File: src/rtl/sdram_mon_pkg.sv
package sdram_mon_pkg;

   typedef enum logic [3:0] {
      K_NOP   = 4'd0,
      K_ACT   = 4'd1,
      K_RD    = 4'd2,
      K_RDA   = 4'd3,
      K_WR    = 4'd4,
      K_WRA   = 4'd5,
      K_PRE   = 4'd6,
      K_PREA  = 4'd7,
      K_REF   = 4'd8,
      K_SREF  = 4'd9,
      K_MRS   = 4'd10,
      K_EMRS  = 4'd11,
      K_BST   = 4'd12,
      K_HOLD  = 4'd13
   } mon_cmd_e;

   typedef enum logic [3:0] {
      V_NONE     = 4'd0,
      V_COL_IDLE = 4'd1,
      V_ACT_OPEN = 4'd2,
      V_NOT_IDLE = 4'd3,
      V_MRD      = 4'd4,
      V_RCD      = 4'd5,
      V_RAS      = 4'd6,
      V_RC       = 4'd7,
      V_RRD      = 4'd8,
      V_WAP      = 4'd9,
      V_RP       = 4'd10,
      V_PRE_IDLE = 4'd11
   } mon_err_e;

   function automatic int unsigned max2(int unsigned a, int unsigned b);
      return (a > b) ? a : b;
   endfunction

endpackage

File: src/rtl/sdram_mon_decode.sv
module sdram_mon_decode
   import sdram_mon_pkg::*;
(
   input  logic     cs_n,
   input  logic     ras_n,
   input  logic     cas_n,
   input  logic     we_n,
   input  logic     ba0,
   input  logic     a10,
   input  logic     cke,
   input  logic     cke_prev,
   output mon_cmd_e cmd
);

   always_comb begin
      cmd = K_NOP;
      if (!cke_prev) begin
         cmd = K_HOLD;
      end else if (!cs_n) begin
         case ({ras_n, cas_n, we_n})
            3'b111:  cmd = K_NOP;
            3'b011:  cmd = K_ACT;
            3'b101:  cmd = a10 ? K_RDA : K_RD;
            3'b100:  cmd = a10 ? K_WRA : K_WR;
            3'b110:  cmd = K_BST;
            3'b010:  cmd = a10 ? K_PREA : K_PRE;
            3'b001:  cmd = cke ? K_REF : K_SREF;
            default: cmd = ba0 ? K_EMRS : K_MRS;
         endcase
      end
   end

endmodule

File: src/rtl/sdram_mon_timer.sv
module sdram_mon_timer #(
   parameter int unsigned W = 4
) (
   input  logic         clk,
   input  logic         rst_n,
   input  logic         load,
   input  logic [W-1:0] load_val,
   output logic         busy
);

   logic [W-1:0] cnt;

   always_ff @(posedge clk or negedge rst_n) begin
      if (!rst_n)         cnt <= '0;
      else if (load)      cnt <= load_val;
      else if (cnt != '0) cnt <= cnt - 1'b1;
   end

   assign busy = (cnt != '0);

   // spacing windows shrink by one per idle cycle
   a_r9_timer_step: assert property (@(posedge clk) disable iff (!rst_n)
      (busy && !load) |=> (cnt == $past(cnt) - 1'b1));

endmodule

File: src/rtl/sdram_mon_bank.sv
module sdram_mon_bank
   import sdram_mon_pkg::*;
#(
   parameter int unsigned T_RCD     = 3,
   parameter int unsigned T_RAS     = 5,
   parameter int unsigned T_RC      = 9,
   parameter int unsigned T_RP      = 3,
   parameter int unsigned BURST_CYC = 2,
   parameter int unsigned W         = 4
) (
   input  logic     clk,
   input  logic     rst_n,
   input  mon_cmd_e cmd,
   input  logic     hit,
   output logic     is_open,
   output logic     rcd_busy,
   output logic     ras_busy,
   output logic     rc_busy,
   output logic     rp_busy
);

   localparam logic [W-1:0] L_RCD = W'(T_RCD - 1);
   localparam logic [W-1:0] L_RAS = W'(T_RAS - 1);
   localparam logic [W-1:0] L_RC  = W'(T_RC - 1);
   localparam logic [W-1:0] L_RP  = W'(T_RP - 1);
   localparam logic [W-1:0] L_APR = W'(BURST_CYC + T_RP - 1);

   logic do_act, do_close, do_auto;
   logic [W-1:0] rp_val;

   assign do_act   = hit && (cmd == K_ACT);
   assign do_auto  = hit && is_open && ((cmd == K_RDA) || (cmd == K_WRA));
   assign do_close = is_open && (((cmd == K_PRE) && hit) || (cmd == K_PREA));
   assign rp_val   = do_act ? '0 : (do_auto ? L_APR : L_RP);

   always_ff @(posedge clk or negedge rst_n) begin
      if (!rst_n)                   is_open <= 1'b0;
      else if (do_act)              is_open <= 1'b1;
      else if (do_close || do_auto) is_open <= 1'b0;
   end

   sdram_mon_timer #(.W(W)) u_rcd (
      .clk(clk), .rst_n(rst_n), .load(do_act), .load_val(L_RCD), .busy(rcd_busy));
   sdram_mon_timer #(.W(W)) u_ras (
      .clk(clk), .rst_n(rst_n), .load(do_act), .load_val(L_RAS), .busy(ras_busy));
   sdram_mon_timer #(.W(W)) u_rc (
      .clk(clk), .rst_n(rst_n), .load(do_act), .load_val(L_RC), .busy(rc_busy));
   sdram_mon_timer #(.W(W)) u_rp (
      .clk(clk), .rst_n(rst_n), .load(do_act || do_close || do_auto),
      .load_val(rp_val), .busy(rp_busy));

   // a bank still in its precharge time is never open
   a_r10_rp_closed: assert property (@(posedge clk) disable iff (!rst_n)
      rp_busy |-> !is_open);

endmodule

File: src/rtl/sdram_mon_rules.sv
module sdram_mon_rules
   import sdram_mon_pkg::*;
#(
   parameter int unsigned NB = 4,
   parameter int unsigned BB = 2
) (
   input  mon_cmd_e        cmd,
   input  logic [BB-1:0]   idx,
   input  logic [NB-1:0]   open_v,
   input  logic [NB-1:0]   rcd_v,
   input  logic [NB-1:0]   ras_v,
   input  logic [NB-1:0]   rc_v,
   input  logic [NB-1:0]   rp_v,
   input  logic            mrd_busy,
   input  logic            rrd_busy,
   input  logic            wap_busy,
   output mon_err_e        code
);

   logic sel_open;
   assign sel_open = open_v[idx];

   always_comb begin
      code = V_NONE;
      if (mrd_busy && (cmd != K_NOP) && (cmd != K_HOLD)) begin
         code = V_MRD;
      end else begin
         case (cmd)
            K_ACT: begin
               if (sel_open)        code = V_ACT_OPEN;
               else if (rp_v[idx])  code = V_RP;
               else if (rc_v[idx])  code = V_RC;
               else if (rrd_busy)   code = V_RRD;
            end
            K_RD, K_RDA, K_WR, K_WRA: begin
               if (!sel_open)       code = V_COL_IDLE;
               else if (wap_busy)   code = V_WAP;
               else if (rcd_v[idx]) code = V_RCD;
            end
            K_PRE: begin
               if (!sel_open)       code = V_PRE_IDLE;
               else if (ras_v[idx]) code = V_RAS;
            end
            K_PREA: begin
               if (|(open_v & ras_v)) code = V_RAS;
            end
            K_REF, K_SREF, K_MRS, K_EMRS: begin
               if (|open_v)         code = V_NOT_IDLE;
            end
            default: code = V_NONE;
         endcase
      end
   end

endmodule

File: src/rtl/sdram_cmd_monitor.sv
module sdram_cmd_monitor
   import sdram_mon_pkg::*;
#(
   parameter int unsigned BANK_BITS = 2,
   parameter int unsigned T_RCD     = 3,
   parameter int unsigned T_RAS     = 5,
   parameter int unsigned T_RC      = 9,
   parameter int unsigned T_RRD     = 2,
   parameter int unsigned T_RP      = 3,
   parameter int unsigned T_MRD     = 2,
   parameter int unsigned BURST_LEN = 4
) (
   input  logic                       clk,
   input  logic                       rst_n,
   input  logic                       cs_n,
   input  logic                       ras_n,
   input  logic                       cas_n,
   input  logic                       we_n,
   input  logic [BANK_BITS-1:0]       ba,
   input  logic                       a10,
   input  logic                       cke,
   output logic [3:0]                 cmd_out,
   output logic [(1<<BANK_BITS)-1:0]  bank_open,
   output logic                       viol,
   output logic [3:0]                 viol_code
);

   localparam int unsigned NB        = 1 << BANK_BITS;
   localparam int unsigned BURST_CYC = BURST_LEN / 2;
   localparam int unsigned T_MAX     = max2(max2(max2(T_RC, T_RAS), max2(T_RCD, T_MRD)),
                                            max2(T_RRD, BURST_CYC + T_RP));
   localparam int unsigned W         = $clog2(T_MAX + 1);

   if (BURST_LEN != 2 && BURST_LEN != 4 && BURST_LEN != 8) begin : g_bad_bl
      $error("burst length must be 2, 4 or 8");
   end
   if (T_RCD < 1 || T_RAS < 1 || T_RC < 1 || T_RRD < 1 || T_RP < 1 || T_MRD < 1)
   begin : g_bad_t
      $error("every spacing must be at least one cycle");
   end
   if (BANK_BITS < 1 || BANK_BITS > 3) begin : g_bad_bb
      $error("bank select width out of range");
   end

   logic       cke_prev;
   mon_cmd_e   cmd;
   mon_err_e   code;
   logic [NB-1:0] open_v, rcd_v, ras_v, rc_v, rp_v;
   logic mrd_busy, rrd_busy, wap_busy;

   always_ff @(posedge clk or negedge rst_n) begin
      if (!rst_n) cke_prev <= 1'b1;
      else        cke_prev <= cke;
   end

   sdram_mon_decode u_dec (
      .cs_n(cs_n), .ras_n(ras_n), .cas_n(cas_n), .we_n(we_n),
      .ba0(ba[0]), .a10(a10), .cke(cke), .cke_prev(cke_prev), .cmd(cmd));

   for (genvar b = 0; b < NB; b++) begin : g_bank
      sdram_mon_bank #(
         .T_RCD(T_RCD), .T_RAS(T_RAS), .T_RC(T_RC), .T_RP(T_RP),
         .BURST_CYC(BURST_CYC), .W(W)
      ) u_bank (
         .clk(clk), .rst_n(rst_n), .cmd(cmd),
         .hit(ba == BANK_BITS'(b)),
         .is_open(open_v[b]), .rcd_busy(rcd_v[b]), .ras_busy(ras_v[b]),
         .rc_busy(rc_v[b]), .rp_busy(rp_v[b]));
   end

   sdram_mon_timer #(.W(W)) u_mrd (
      .clk(clk), .rst_n(rst_n), .load((cmd == K_MRS) || (cmd == K_EMRS)),
      .load_val(W'(T_MRD - 1)), .busy(mrd_busy));
   sdram_mon_timer #(.W(W)) u_rrd (
      .clk(clk), .rst_n(rst_n), .load(cmd == K_ACT),
      .load_val(W'(T_RRD - 1)), .busy(rrd_busy));
   sdram_mon_timer #(.W(W)) u_wap (
      .clk(clk), .rst_n(rst_n), .load(cmd == K_WRA),
      .load_val(W'(BURST_CYC)), .busy(wap_busy));

   sdram_mon_rules #(.NB(NB), .BB(BANK_BITS)) u_rules (
      .cmd(cmd), .idx(ba), .open_v(open_v), .rcd_v(rcd_v), .ras_v(ras_v),
      .rc_v(rc_v), .rp_v(rp_v), .mrd_busy(mrd_busy), .rrd_busy(rrd_busy),
      .wap_busy(wap_busy), .code(code));

   always_ff @(posedge clk or negedge rst_n) begin
      if (!rst_n) begin
         cmd_out   <= 4'(K_NOP);
         viol      <= 1'b0;
         viol_code <= 4'(V_NONE);
      end else begin
         cmd_out   <= 4'(cmd);
         viol      <= (code != V_NONE);
         viol_code <= 4'(code);
      end
   end

   assign bank_open = open_v;

   // all-bank precharge leaves no open row
   a_r3_prea_closes_all: assert property (@(posedge clk) disable iff (!rst_n)
      (cmd_out == 4'(K_PREA)) |-> (bank_open == '0));

   // a legal global command finds every bank closed
   a_r4_global_idle: assert property (@(posedge clk) disable iff (!rst_n)
      ((cmd_out == 4'(K_MRS) || cmd_out == 4'(K_EMRS) || cmd_out == 4'(K_REF) ||
        cmd_out == 4'(K_SREF)) && !viol) |-> (bank_open == '0));

   // a suspended sample leaves the bank flags alone
   a_r12_hold_stable: assert property (@(posedge clk) disable iff (!rst_n)
      (cmd_out == 4'(K_HOLD)) |-> $stable(bank_open));

   // an activate always leaves some bank open
   a_r2_act_opens: assert property (@(posedge clk) disable iff (!rst_n)
      (cmd_out == 4'(K_ACT)) |-> (bank_open != '0));

endmodule

File: config.mk
export PLATFORM = sky130hd
export DESIGN_NAME = sdram_cmd_monitor
export DESIGN_NICKNAME = d
export VERILOG_FILES = /design/src/rtl/sdram_mon_pkg.sv /design/src/rtl/sdram_mon_decode.sv /design/src/rtl/sdram_mon_timer.sv /design/src/rtl/sdram_mon_bank.sv /design/src/rtl/sdram_mon_rules.sv /design/src/rtl/sdram_cmd_monitor.sv
export SDC_FILE = /design/constraint.sdc
export NUM_CORES = 1
export LEC_CHECK = 0
export ABC_AREA = 1
export CORE_UTILIZATION = 35
export DETAILED_ROUTE_END_ITERATION = 10
export HOLD_SLACK_MARGIN = 0.03
export SLEW_MARGIN = 0
export SYNTH_ARGS = -nofsm -noshare
export SYNTH_HDL_FRONTEND = slang
export SYNTH_SLANG_ARGS = --single-unit
File: constraint.sdc
create_clock -name clk -period 2.08 [get_ports clk]
set_clock_uncertainty 0.2 [all_clocks]
set_input_delay 0.52 -clock clk [delete_from_list [all_inputs] [get_ports clk]]
set_output_delay 0.52 -clock clk [all_outputs]
set_load 0.005 [all_outputs]
* After elaboration in Yosys (flattened, before gate mapping)
Index checks and enable logic that the tools add are counted.
** Word-level totals
- Input bits :: 10
- Output and inout bits :: 13
- Flip-flop bits (word level) :: 90
** Operators by class
- Reductions and logical operators :: 89
- $lt $le $gt $ge :: 1
- Mux-type cells :: 85
- Equality and inequality tests :: 22
- Add/sub/neg operators :: 19
- Bitwise logic cells :: 1
** Operators by type and width (count)
- 4-bit two-way mux :: 52
- 4-bit nonzero test :: 21
- 4-bit by 1-bit subtractor with 4-bit output, second input constant :: 19
- 2-bit nonzero test :: 23
- 4-bit case mux with 7 select lines :: 1
- 1-bit logical AND :: 22
- 3-bit two-way mux :: 7
- 4-bit case mux with 5 select lines :: 1
- 1-bit logical OR :: 18
- 1-bit two-way mux :: 18
- 4-bit by 3-bit == test with 1-bit output, second input constant :: 4
- 4-bit == test, second input constant :: 4
- 4-bit OR reduction :: 4
- 3-bit == test, second input constant :: 4
- 1-bit binary-select mux with 2-bit select :: 5
- 4-bit by 2-bit == test with 1-bit output, second input constant :: 2
- 3-bit by 2-bit == test with 1-bit output, second input constant :: 2
- 4-bit bitwise AND :: 1
- 2-bit == test, second input constant :: 2
- 4-bit by 1-bit == test with 1-bit output, second input constant :: 1
- 4-bit != test, second input constant :: 1
- 3-bit by 1-bit == test with 1-bit output, second input constant :: 1
- 2-bit by 3-bit less-than comparator with 1-bit output, second input constant :: 1
- 2-bit by 1-bit == test with 1-bit output, second input constant :: 1
- other kinds (2) :: 2

* Depth between registers and ports, before layout
Gate-level depths: netlist of run 1.
- Depth in word-level cells :: 11
- Mapped depth :: 14
- Gate-level depth less buffers :: 14

* Hierarchy
Synthesis of run 1 repeated with hierarchy kept, for this count alone.
** Unflattened totals
- Cell total of the unflattened synthesis :: 1013
- Area total of the unflattened synthesis :: 6892.9 µm²
** By module, submodules not included
- sdram_mon_timer :: area an instance 279.0 µm², instances 19, cells each 38, sequential area each 100.1 µm²
- sdram_mon_bank :: area an instance 152.6 µm², instances 4, cells each 30, sequential area each 25.0 µm²
- sdram_mon_rules :: area an instance 540.5 µm², instances 1, cells each 117, sequential area each 0.0 µm²
- sdram_cmd_monitor :: area an instance 334.1 µm², instances 1, cells each 32, sequential area each 251.5 µm²
- sdram_mon_decode :: area an instance 106.4 µm², instances 1, cells each 22, sequential area each 0.0 µm²

* Worst setup path before layout of run 1
No wires, ideal clock.
- Path kind :: in2reg
- From :: in ba[0]
- To :: reg g_bank[2].u_bank.u_rp.cnt[2]
- Path slack :: 129 ps
- Path buffers :: 2
- Data arrival time :: 1638 ps
- Setup time :: 113 ps
- Cell stages on the path :: 13
- Cells stage by stage :: buf_2 nand2_1 nand3_1 nand3_1 nand2_2 buf_6 nand2_2 nand2_4 nand3_2 nand3_1 nand2_1 nand2_1 inv_1
** Between the ends
- Longest elaborated chain between the ends :: 11
- Elaborated cells between the ends (all ways) :: 23
- Those cells by class :: 6 x eq/ne; 7 x mux; 10 x reduce/logical
** Ends and longest elaborated chain
- start, declared :: RTL line sdram_cmd_monitor.sv:19 : input logic [BANK_BITS-1:0] ba,
- 1-bit two-way mux (*) :: RTL line sdram_mon_decode.sv:28 : default: cmd = ba0 ? K_EMRS : K_MRS;
- 4-bit case mux with 7 select lines (*) :: RTL line sdram_mon_decode.sv:20 : case ({ras_n, cas_n, we_n})
- 4-bit two-way mux (*) :: RTL line sdram_mon_decode.sv:19 : end else if (!cs_n) begin
- 4-bit two-way mux (*) :: RTL line sdram_mon_decode.sv:17 : if (!cke_prev) begin
- via cmd[0] :: RTL line sdram_cmd_monitor.sv:46 : mon_cmd_e cmd;
- 4-bit by 3-bit == test with 1-bit output :: RTL line sdram_mon_bank.sv:33 : assign do_close = is_open && (((cmd == K_PRE) && hit) || (cmd == K_PREA));
- 1-bit logical AND :: RTL line sdram_mon_bank.sv:33
- 1-bit logical OR :: RTL line sdram_mon_bank.sv:33
- 1-bit logical AND :: RTL line sdram_mon_bank.sv:33
- 1-bit logical OR (2 in series) :: RTL line sdram_mon_bank.sv:49 : .clk(clk), .rst_n(rst_n), .load(do_act || do_close || do_auto),
- 4-bit two-way mux or 2-bit nonzero test (tied branches)
- end signal, assigned :: RTL line sdram_mon_timer.sv:15 : else if (load) cnt <= load_val;
- end signal, assigned :: RTL line sdram_mon_timer.sv:16 : else if (cnt != '0) cnt <= cnt - 1'b1;
- end, declared :: RTL line sdram_mon_timer.sv:11 : logic [W-1:0] cnt;
The timed path passes the listed nets; every way through them passes the cells marked *.
A chain may end at the register's enable or synchronous reset.

* Worst setup path after layout of run 1
- From :: reg cke_prev
- To :: reg viol
** Between the ends
- Longest elaborated chain between the ends :: 6
- Elaborated cells between the ends (all ways) :: 21
- Those cells by class :: 12 x eq/ne; 3 x mux; 6 x reduce/logical
** Ends and longest elaborated chain
- start, declared :: RTL line sdram_cmd_monitor.sv:45 : logic cke_prev;
- start signal, assigned :: RTL line sdram_cmd_monitor.sv:53 : else cke_prev <= cke;
- 4-bit two-way mux (*) :: RTL line sdram_mon_decode.sv:17
- via cmd[1] :: RTL line sdram_cmd_monitor.sv:46
- 4-bit == test, or another cell as far along :: RTL line sdram_mon_rules.sv:28 : case (cmd)
- 4-bit OR reduction or 1-bit logical AND (tied branches) :: RTL line sdram_mon_rules.sv:28, sdram_mon_rules.sv:25
- 4-bit case mux with 5 select lines or 1-bit logical AND (tied branches) :: RTL line sdram_mon_rules.sv:28, sdram_mon_rules.sv:25
- 4-bit two-way mux (*) :: RTL line sdram_mon_rules.sv:25 : if (mrd_busy && (cmd != K_NOP) && (cmd != K_HOLD)) begin
- 4-bit nonzero test (*) :: RTL line sdram_cmd_monitor.sv:93 : viol <= (code != V_NONE);
- end signal, assigned :: RTL line sdram_cmd_monitor.sv:93
- end, declared :: RTL line sdram_cmd_monitor.sv:24 : output logic viol,
Marked as above.

==> summary.md, run 1 <==
| Metric | Value |
|---|---|
| PwrDens | 1370 nW/µm² |
| Worst-path clk slew | ~60 ps |
| Initial Utilization | 36.1% |
| CP Class | reg -> reg |
| Synthesized Nets | 725 |
| Power Total | 9.37 mW |
| DR vias/cell | 4.65 |
| Grt ovf | 0 |
| Cells after DPL | roughly 940 |
| Crit. End Element | flip-flop |
| Die H | 125 µm |
| Worst EP required | 2120 ps |
| Worst skew pair latency | 350 ps |
| 1st-pass router iterations | 6 |
| LEAKAGE | 3.59 nW |
| Status | complete, but fails checks |
| Fin crit share | 97.2% |
| Max Freq | 0.495 GHz |
| Fin. Hold Viols | 8 |
| VDD IR max | 503 µV |
| Final setup fails | 0 |
| Final Wtd Congestion | 0.818 |
| Clock sinks | 90 |
| Crit-path cells | nand3_2, nor2_4, buf_4, nand2_1, nand2_2, nor2_1, nor2_1, nand2_1, o21ai_2, nand2_1 |
| # H-tree levels | 3 |
| Minimum clock period | roughly 2000 ps |
| CP max FO | 7 |
| Vias in the first global route | 4,228 |
| # rows | 44 |
| Fin Hold WS | -29.2 ps |
| Syn-to-layout area delta | 29.0% |
| Share of layout cells above drive strength 1 | 25.9% |
| Largest area contributor in the netlist | dfrtp_1 |
| Yosys reg bits | 90 |
| Nets | 821 |
| Synth warn | 0 |
| Post-route ant nets | 0 |
| MaxCap Viol Count | 0 |
| Via Count | 4,540 |
| Clk buf depth | 2 |
| Worst path slowest cell | dfstp_2 |
| Hold Buf Count CTS | 0 |
| CTS tree | done |
| DR WL/cell | 11.6 µm |
| Startpoint types | flip-flop |
| Drt total wl | 11,300 µm |
| GRT Total Usage | 15.1% |
| Remaining DRCs | 0 |
| Failing checks | hold timing |
| Dpl hpwl | about 7800 µm |
| Syn avg cell area | 7.69 µm² |
| HP Class | in -> async |
| Sequential-to-total area share from yosys stat | 42.4% |
| Slew HR | 65.9% |
| Yosys top cell area share | 41.9% |
| Full die area | approximately 16,000 µm² |
| Horiz. Die Dim | roughly 130 µm |
| Initial detailed-routing violation count | ~250 |
| Port Buffers | 22 |
| Finished Layout Cells | 977 |
| IO Count | 23 |
| Max incr delay on CP | 590 ps |
| Area contributors post-synth | dfrtp_1 (42%), inv_1 (9.5%), nand2_1 (8.2%), nor2_1 (6.3%), ha_1 (5.7%) |
| First-pass GRT wire length | roughly 19,000 µm |
| CP dominant cell by count | nand2_1 |
| Slew @ Worst Pin | 511 ps |
| Critical Path AT | ~2100 ps |
| Post-Syn Area | 5310 µm² |
| Initial antenna violation count | 0 |
| Slew Viols, Final | 0 |
| Synth unique cells | 36 |
| Core area | 14,700 µm² |
| CTS root buf | clkbuf_16 |
| Largest net degree at the start of global routing | 91 |
| Post-synthesis instance total | 691 |
| RSZ-0062 raised after global routing | yes |
| CTS buffer count | 9 |
worst paths after layout:
path                       depth (start not counted)    startpoint  slack, ps            to
setup / recovery                                  10      cke_prev         60          viol
hold / removal                                     2         rst_n        -30  u_mrd.cnt[2]
setup reg to reg                                  10      cke_prev         60          viol
hold reg to reg                                    2  u_mrd.cnt[0]        300  u_mrd.cnt[0]
max in group asynchronous                          2         rst_n       1280  u_rrd.cnt[3]
min in group clk                                   2           cke        220      cke_prev
layout by cell type, fill, tap and decap left out, types with 9 or more instances in the layout:
| cell type | count |
|---|---|
| nor2_2 | 14 |
| buf_4 | 68 |
| clkbuf_16 | 9 |
| nor3_1 | 17 |
| nand2_1 | 101 |
| clkdlybuf4s50_1 | 13 |
| nor2_1 | 80 |
| inv_1 | 119 |
| ha_1 | 18 |
| o211ai_1 | 13 |
| xor2_1 | 16 |
| o21ai_0 | 25 |
| o21ai_1 | 13 |
| nand2_2 | 17 |
| nand3_1 | 39 |
| a21oi_1 | 10 |
| dfrtp_1 | 86 |
| nor2_4 | 12 |
| inv_2 | 24 |
| nand3_2 | 14 |
cell usage after synthesis (all sizes together):
master,instances
or2,1
a21boi,1
a211o,1
o21a,1
a31oi,4
o31a,1
xnor2,8
buf,10
a21oi,13
dfrtp,89
nand4,7
o21ai,41
o31ai,2
nand3,57
o211ai,13
ha,24
nor3b,2
nor4,6
nand2,123
inv,146
dfstp,1
nor2,106
xor2,16
nor3,18
repair_timing:
item,CTS,global route
pin swaps,7,32
resized for setup,18,99
setup endpoints to repair,77,42
buffers inserted,3,20
sequential cells by signal, summed over array words and instances (netlist names):
name,flops
cke_prev,1
u_mrd.cnt,4
viol_code,4
viol,1
g_bank.u_bank.u_rp.cnt,16
g_bank.u_bank.u_rc.cnt,16
g_bank.u_bank.is_open,4
u_wap.cnt,4
u_rrd.cnt,4
cmd_out,4
g_bank.u_bank.u_ras.cnt,16
g_bank.u_bank.u_rcd.cnt,16
critical path, delay by kind of cell, from the launching register on:
family                 cells  cell delay, ps
and+or+nand+nor            8             830
DFF                        1             590
buffers and inverters      1             150
AOI/OAI and AO/OA          1             140
metal layers:
metal / share of wire, % / track usage (%) / vias to the layer above
met4: 1.2 / 5.16 / 0
met1: 49 / 20.7 / 2116
met5: 0 / 0 / -
li1: - / - / 2362
met3: 2.8 / 3.34 / 13
met2: 47 / 23.6 / 49
logic make-up after synthesis:
kind of cell / after synthesis / share of synthesized area [%]
simple gates: 320 / 27.8
flops: 90 / 42.4
compound gates: 77 / 8.36
fa+ha+maj: 24 / 5.65
buf+inv: 156 / 11.8
xor+xnor: 24 / 3.96
through the flow:
stage,TNS (ps),area [µm²],hold WS (ps),util [%],worst slack [ps]
3_3_place_gp,-35100,6080,281,41.3,-597
3_5_place_dp,-37510,6080,298,41.3,-587
4_1_cts,0,6430,30.7,43.8,5.89
2_1_floorplan,0,5310,24.4,-,129
6_report,0,6860,-29.2,46.6,58.9
5_1_grt,-125,6850,53.2,46.6,-68.2
power by group:
part           total [mW]  internal [mW]  switching [mW]  leakage, nW
Clock                1.64          0.965           0.674        0.143
Combinational        4.53           2.08            2.44         2.37
Sequential           3.20           2.59           0.608         1.08
Total                9.37           5.64            3.73         3.59
cell type report:
type                    count  area, µm²
inverters                 146        558
fillers                  1435       7840
repair buffers             95        785
multi-input cells         445       2730
clock buffers              12        246
well taps                 184        230
clock inverters             4       51.3
flip-flops and latches     90       2260
diodes                      1       2.50
No activity file was read; power rests on OpenSTA's default activity.
==> run 2: changes to the inputs <==
--- a/config.mk
+++ b/config.mk
@@ -6,6 +6,7 @@
 export NUM_CORES = 1
 export LEC_CHECK = 0
 export ABC_AREA = 1
+export CAP_MARGIN = 30
 export CORE_UTILIZATION = 35
 export DETAILED_ROUTE_END_ITERATION = 10
 export HOLD_SLACK_MARGIN = 0.03
==> results of run 2 <==
The final DEF is identical to that of run 1; final timing and power are the same.
